<file path="src/rtl/rptc_pkg.sv">
package rptc_pkg;
    typedef enum logic [1:0] {
        ST_IDLE  = 2'd0,
        ST_RUN   = 2'd1,
        ST_FINAL = 2'd2
    } rpt_state_e;
endpackage

</file>
<file path="src/rtl/rptc_span.sv">
// Holds owner task and block boundaries of the current repeat.
module rptc_span #(
    parameter int TW  = 2,
    parameter int PCW = 16
) (
    input  logic           clk,
    input  logic           load,
    input  logic [TW-1:0]  cmd_task,
    input  logic [PCW-1:0] cmd_pc,
    input  logic [PCW-1:0] cmd_len,
    output logic [TW-1:0]  owner_q,
    output logic [PCW-1:0] start_q,
    output logic [PCW-1:0] end_q
);
    logic [PCW-1:0] eff_len;

    always_comb begin
        eff_len = (cmd_len == '0) ? PCW'(1) : cmd_len;
    end

    always_ff @(posedge clk) begin
        if (load) begin
            owner_q <= cmd_task;
            start_q <= cmd_pc + PCW'(1);
            end_q   <= cmd_pc + eff_len;
        end
    end
endmodule

</file>
<file path="src/rtl/rptc_match.sv">
// Detects the owner task executing the block's last instruction.
module rptc_match #(
    parameter int TW  = 2,
    parameter int PCW = 16
) (
    input  logic           exec_valid,
    input  logic [TW-1:0]  exec_task,
    input  logic [PCW-1:0] exec_pc,
    input  logic [TW-1:0]  owner_q,
    input  logic [PCW-1:0] end_q,
    output logic           end_hit
);
    logic task_eq;
    logic pc_eq;

    always_comb begin
        task_eq = (exec_task == owner_q);
        pc_eq   = (exec_pc == end_q);
        end_hit = exec_valid && task_eq && pc_eq;
    end
endmodule

</file>
<file path="src/rtl/rptc_passes.sv">
// Remaining-pass counter.
module rptc_passes #(
    parameter int CW = 8
) (
    input  logic          clk,
    input  logic          rst,
    input  logic          load,
    input  logic          dec,
    input  logic [CW-1:0] cmd_count,
    output logic          multi_cmd,
    output logic          two_left
);
    logic [CW-1:0] rem_q;
    logic [CW-1:0] eff_cnt;

    always_comb begin
        eff_cnt   = (cmd_count == '0) ? CW'(1) : cmd_count;
        multi_cmd = (eff_cnt > CW'(1));
        two_left  = (rem_q == CW'(2));
    end

    always_ff @(posedge clk) begin
        if (rst) begin
            rem_q <= '0;
        end else if (load) begin
            rem_q <= eff_cnt;
        end else if (dec) begin
            rem_q <= rem_q - CW'(1);
        end
    end
endmodule

</file>
<file path="src/rtl/task_rpt_ctrl.sv">
module task_rpt_ctrl #(
    parameter int TASKS = 4,
    parameter int PCW   = 16,
    parameter int CW    = 8,
    localparam int TW   = (TASKS > 1) ? $clog2(TASKS) : 1
) (
    input  logic           clk,
    input  logic           rst,
    input  logic           cmd_valid,
    input  logic [TW-1:0]  cmd_task,
    input  logic [PCW-1:0] cmd_pc,
    input  logic [PCW-1:0] cmd_len,
    input  logic [CW-1:0]  cmd_count,
    input  logic           cancel,
    input  logic           exec_valid,
    input  logic [TW-1:0]  exec_task,
    input  logic [PCW-1:0] exec_pc,
    output logic           jump_req,
    output logic [PCW-1:0] jump_target,
    output logic           active
);
    import rptc_pkg::*;

    rpt_state_e     st, st_nxt;
    logic           load;
    logic           dec;
    logic           end_hit;
    logic           multi_cmd;
    logic           two_left;
    logic [TW-1:0]  owner_q;
    logic [PCW-1:0] start_q;
    logic [PCW-1:0] end_q;

    rptc_span #(.TW(TW), .PCW(PCW)) u_span (
        .clk      (clk),
        .load     (load),
        .cmd_task (cmd_task),
        .cmd_pc   (cmd_pc),
        .cmd_len  (cmd_len),
        .owner_q  (owner_q),
        .start_q  (start_q),
        .end_q    (end_q)
    );

    rptc_match #(.TW(TW), .PCW(PCW)) u_match (
        .exec_valid (exec_valid),
        .exec_task  (exec_task),
        .exec_pc    (exec_pc),
        .owner_q    (owner_q),
        .end_q      (end_q),
        .end_hit    (end_hit)
    );

    rptc_passes #(.CW(CW)) u_passes (
        .clk       (clk),
        .rst       (rst),
        .load      (load),
        .dec       (dec),
        .cmd_count (cmd_count),
        .multi_cmd (multi_cmd),
        .two_left  (two_left)
    );

    // Next-state decision: cancel, then command, then end-of-block hit.
    always_comb begin
        st_nxt = st;
        load   = 1'b0;
        dec    = 1'b0;
        if (cancel) begin
            st_nxt = ST_IDLE;                            // drop
        end else if (cmd_valid) begin
            load   = 1'b1;
            st_nxt = multi_cmd ? ST_RUN : ST_FINAL;      // arm-run / arm-final
        end else if (end_hit) begin
            unique case (st)
                ST_RUN: begin
                    dec    = 1'b1;
                    st_nxt = two_left ? ST_FINAL : ST_RUN; // to-last / loop
                end
                ST_FINAL: st_nxt = ST_IDLE;              // retire
                default:  st_nxt = ST_IDLE;
            endcase
        end
    end

    // State register.
    always_ff @(posedge clk) begin
        if (rst) begin
            st <= ST_IDLE;
        end else begin
            st <= st_nxt;
        end
    end

    // Outputs.
    always_comb begin
        jump_req    = 1'b0;
        jump_target = start_q;
        active      = 1'b0;
        unique case (st)
            ST_IDLE: begin
                jump_req = 1'b0;
                active   = 1'b0;
            end
            ST_RUN: begin
                jump_req = end_hit && !cancel && !cmd_valid;
                active   = !cancel;
            end
            ST_FINAL: begin
                jump_req = 1'b0;
                active   = !cancel;
            end
            default: begin
                jump_req = 1'b0;
                active   = 1'b0;
            end
        endcase
    end
endmodule

</file>
<file path="config.mk">
export PLATFORM = sky130hd
export DESIGN_NAME = task_rpt_ctrl
export DESIGN_NICKNAME = d
export VERILOG_FILES = /design/src/rtl/rptc_pkg.sv /design/src/rtl/rptc_span.sv /design/src/rtl/rptc_match.sv /design/src/rtl/rptc_passes.sv /design/src/rtl/task_rpt_ctrl.sv
export SDC_FILE = /design/constraint.sdc
export NUM_CORES = 1
export LEC_CHECK = 0
export BUFFER_PORTS_ARGS = -buffer_cell sky130_fd_sc_hd__buf_2
export CORE_AREA = 2 2 73 88
export CTS_BUF_LIST = sky130_fd_sc_hd__clkbuf_8
export DETAILED_ROUTE_END_ITERATION = 6
export DIE_AREA = 0 0 75 90
export GPL_TIMING_DRIVEN = 0
export PLACE_DENSITY = 0.76
export SLEW_MARGIN = 5
export SYNTH_ARGS = -nofsm -noshare
export SYNTH_HDL_FRONTEND = slang
export SYNTH_SLANG_ARGS = --single-unit
</file>
<file path="constraint.sdc">
create_clock -name clk -period 3.4 [get_ports clk]
set_clock_uncertainty 0.05 [all_clocks]
set_input_delay 0.17 -clock clk [delete_from_list [all_inputs] [get_ports clk]]
set_output_delay 0.17 -clock clk [all_outputs]
set_load 0.005 [all_outputs]
</file>
==> impl_metrics.tcl <==
set metrics [dict create \
    status "completed" \
    clk_pin_slew_worst_paths_ns 0.08 \
    muxShareOfSynthArea_pct 0.3489 \
    end_kind "flip-flop" \
    dr.pass1.iters 4 \
    die_w_um 75 \
    clock-sinks 44 \
    routed_wl_um 6446 \
    ios 83 \
    syn-cell-area_um2 2869 \
    initial_core_util_pct 48.34 \
    ff2ff_path_depth 7 \
    top_layer_used "met4" \
    synth_top_area_cell "edfxtp_1" \
    hold_viol_final 0 \
    nets 465 \
    synth_top_family_by_area "simple AND/OR/NAND/NOR gates" \
    setup_viol 0 \
    worst_hold_slack_ns 0.1076 \
    slowest_delay_ns 0.43 \
    drt-met1-wl_um 2680 \
    area_growth_pct 23.07 \
    route.met2.wl_um 3400 \
    ys_ff_latch 44 \
    combPwrFrac_pct 21.7 \
    seqPwrFrac_pct 45.7 \
    worstSetupPathType "primary input to flip-flop" \
    worstMarginPinSlew_ns 0.7731 \
    slowest_stage "fa_1" \
    clock_power_share_pct 32.7 \
    synth_flop_cell "edfxtp_1" \
    fin_crit_ns 2.590 \
    cp_max_fo 4 \
    grt.total_usage_pct 19.87 \
    placed_area_um2 3382 \
    crit_chain "buf_2 > nor3_1 > a41o_1 > ha_1 > fa_1 > a211oi_1 > o21bai_1 > a21oi_1 > o21ai_0 > a221oi_1 > xnor2_1" \
    whs_endpoint "u_passes.rem_q[4]" \
    regArea_um2 1221 \
    dr_total_vias 2396 \
    grt_pass1_vias 2331 \
    antenna_found_initial 0 \
    synth.area.top_cells "edfxtp_1 (36%), xnor2_1 (12%), ha_1 (8.3%)" \
    cts_tree "built" \
    min_delay_path_depth 3 \
    crit_buf_inv 1 \
    rsz0062_at_grt "no" \
    yosys_warnings 0 \
    holdCritPathClass "primary input to flip-flop" \
    postCtsHoldBufs 2 \
    gr-total-overflow 0 \
    tns_ns 0 \
    drive_gt1_share_pct 24.21 \
    finalCritPeriodShare_pct 76.17 \
    die_y_um 90 \
    arrival_ns 2.57 \
    syn_inst 289 \
    cts_root_buffer "clkbuf_8" \
    cap_violations 0 \
    clk-insertion-delay-late_ns 0.29 \
    multi_input_area_um2 1541 \
    cp_top_family "compound AO/OA/AOI/OAI gates" \
    num_rows 31 \
    grt_max_degree 39 \
    regToRegStartpoint "u_span.owner_q[0]" \
    power.switching_mw 0.3579 \
    vias_per_cell 5.186 \
    wl_per_cell_um 13.95 \
    syn_area_per_cell_um2 9.927 \
    seq_area_frac_synth_pct 42.56 \
    synthArstFlopShare_pct 0 \
    yosys.area_share.adder_pct 8.984 \
    globalplace.congestion 0.8861 \
    drc_errors 0 \
    cts_resized 0 \
    synth_edf_count 34 \
    ff2ff_setup_slack_ns 1.09 \
    p_per_area_nw_per_um2 403.9 \
    ir_drop_mv 0.1870 \
    htreeDepth 2 \
    fin_area_um2 3531 \
    cts_max_path_buffers 2 \
    dpl_worst_slack_ns 0.5255 \
    required_ns 3.38 \
    drt_iter0_markers 91 \
    postCtsSetupBuffers 0 \
    worst_setup_path_start_kind "primary input" \
    portBuffers 82 \
    ant_nets 0 \
    post_synth_xor_area_fraction_pct 14.65 \
    fmax_mhz 386.1 \
    dp_hpwl_um 5226 \
    wl_met3_um 228 \
    n_antenna_cell 0 \
    synth_top_cell_area_share_pct 35.59 \
    fin_ws_ns 0.8102 \
    synth_nets 374 \
    dieArea_um2 6750 \
    cts-buffers-inserted 5 \
    synth_compound_area_share_pct 11.73 \
    holdCritStartpoint "cmd_count[4]" \
    power.leakage_nw 1.411 \
    relSlewSlack_pct 48.39 \
    design.core.area_um2 5934 \
    worstReg2RegEnd "u_passes.rem_q[3]" \
    grt_pass1_wl_um 10420 \
    ys_types 44 \
    drv_slew 0 \
    yosys.area_share.simple_pct 18.01 \
    intPower_mw 1.068 \
    switching_share_pct 25.10 \
    nFillCells 532 \
]
[registers in the layout (all words and copies together), names as in the netlist]
| signal | flops |
|---|---|
| u_span.owner_q | 2 |
| u_span.start_q | 16 |
| st | 2 |
| u_span.end_q | 16 |
| u_passes.rem_q | 8 |
[tightest hold or removal path, cell delays in order]
cell	delay, ns
buf_2	0.10
nand2_1	0.05
a31oi_1	0.07
[worst max-delay path by stage]
stage	start	end	slack, ns	cells after the start
4_1_cts	cmd_len[15]	u_span.end_q[14]	0.84	11
3_5_place_dp	cmd_len[15]	u_span.end_q[14]	0.53	11
6_report	cmd_len[15]	u_span.end_q[14]	0.81	11
2_1_floorplan	cmd_len[13]	u_span.end_q[14]	0.96	10
5_1_grt	cmd_len[15]	u_span.end_q[14]	0.62	11
3_3_place_gp	cmd_len[15]	u_span.end_q[14]	0.54	11
[layer usage]
metal | up-vias | global-route usage [%]
met5 | - | 0
met4 | 0 | 7.292
met3 | 9 | 2.803
met2 | 58 | 34.72
met1 | 1089 | 23.96
li1 | 1240 | -
[kinds of logic after synthesis]
logic type      after synthesis
fa+ha+maj                    20
mux                           1
simple gates                 96
flops                        44
compound gates               52
xor+xnor                     48
buf+inv                      28
[cells in the mapped netlist, types with 5 or more instances]
cell / count
a21oi_1: 12
a31oi_1: 7
and3_1: 6
clkbuf_1: 16
dfxtp_1: 10
edfxtp_1: 34
ha_1: 19
inv_1: 11
nand2_1: 18
nand3_1: 8
nand4_1: 12
nor2_1: 18
nor3_1: 6
nor4_1: 5
o21ai_0: 12
or3_1: 6
xnor2_1: 40
xor2_1: 8
[layout make-up]
| cell class | count | share of cell area, % |
|---|---|---|
| Tap cell | 82 | 2.906 |
| Clock inverter | 2 | 1.701 |
| Buffer | 17 | 1.843 |
| Clock buffer | 5 | 1.949 |
| Timing Repair Buffer | 84 | 12.19 |
| Sequential cell | 44 | 34.59 |
| Multi-Input combinational cell | 217 | 43.66 |
| Inverter | 11 | 1.169 |
[stage by stage]
stage	power [mW]	instances	util [%]
after floorplan	0.8589	289	-
after global placement	0.9634	453	56.99
after detailed placement	0.9703	453	56.99
after CTS	1.436	462	59.50
after global routing	1.501	462	59.50
final	1.426	462	59.50
[layout by cell type (no fill, tap or decap), types with 3 or more instances in the layout]
| cell | n |
|---|---|
| ha_1 | 19 |
| clkbuf_8 | 5 |
| or3_1 | 6 |
| a21oi_1 | 12 |
| nor4_1 | 5 |
| xnor2_1 | 40 |
| o21ai_0 | 12 |
| a31oi_1 | 7 |
| a311oi_1 | 3 |
| nand3_1 | 8 |
| buf_2 | 83 |
| nand2b_1 | 3 |
| xor2_1 | 8 |
| and3_1 | 6 |
| and2_1 | 3 |
| nor2_1 | 18 |
| nor3_1 | 6 |
| or4_1 | 3 |
| dfxtp_1 | 10 |
| edfxtp_1 | 34 |
| inv_1 | 10 |
| nand2_1 | 18 |
| clkbuf_1 | 16 |
| nand4_1 | 12 |
[power by group through the flow]
stage	clock network [mW]	registers, mW	logic [mW]
finish	0.466	0.651	0.309
CTS	0.475	0.652	0.309
detailed placement	0	0.665	0.306
global route	0.498	0.656	0.347
global placement	0	0.663	0.300
floorplan	0	0.663	0.196
Note: power is estimated with default switching activity, not from simulation.
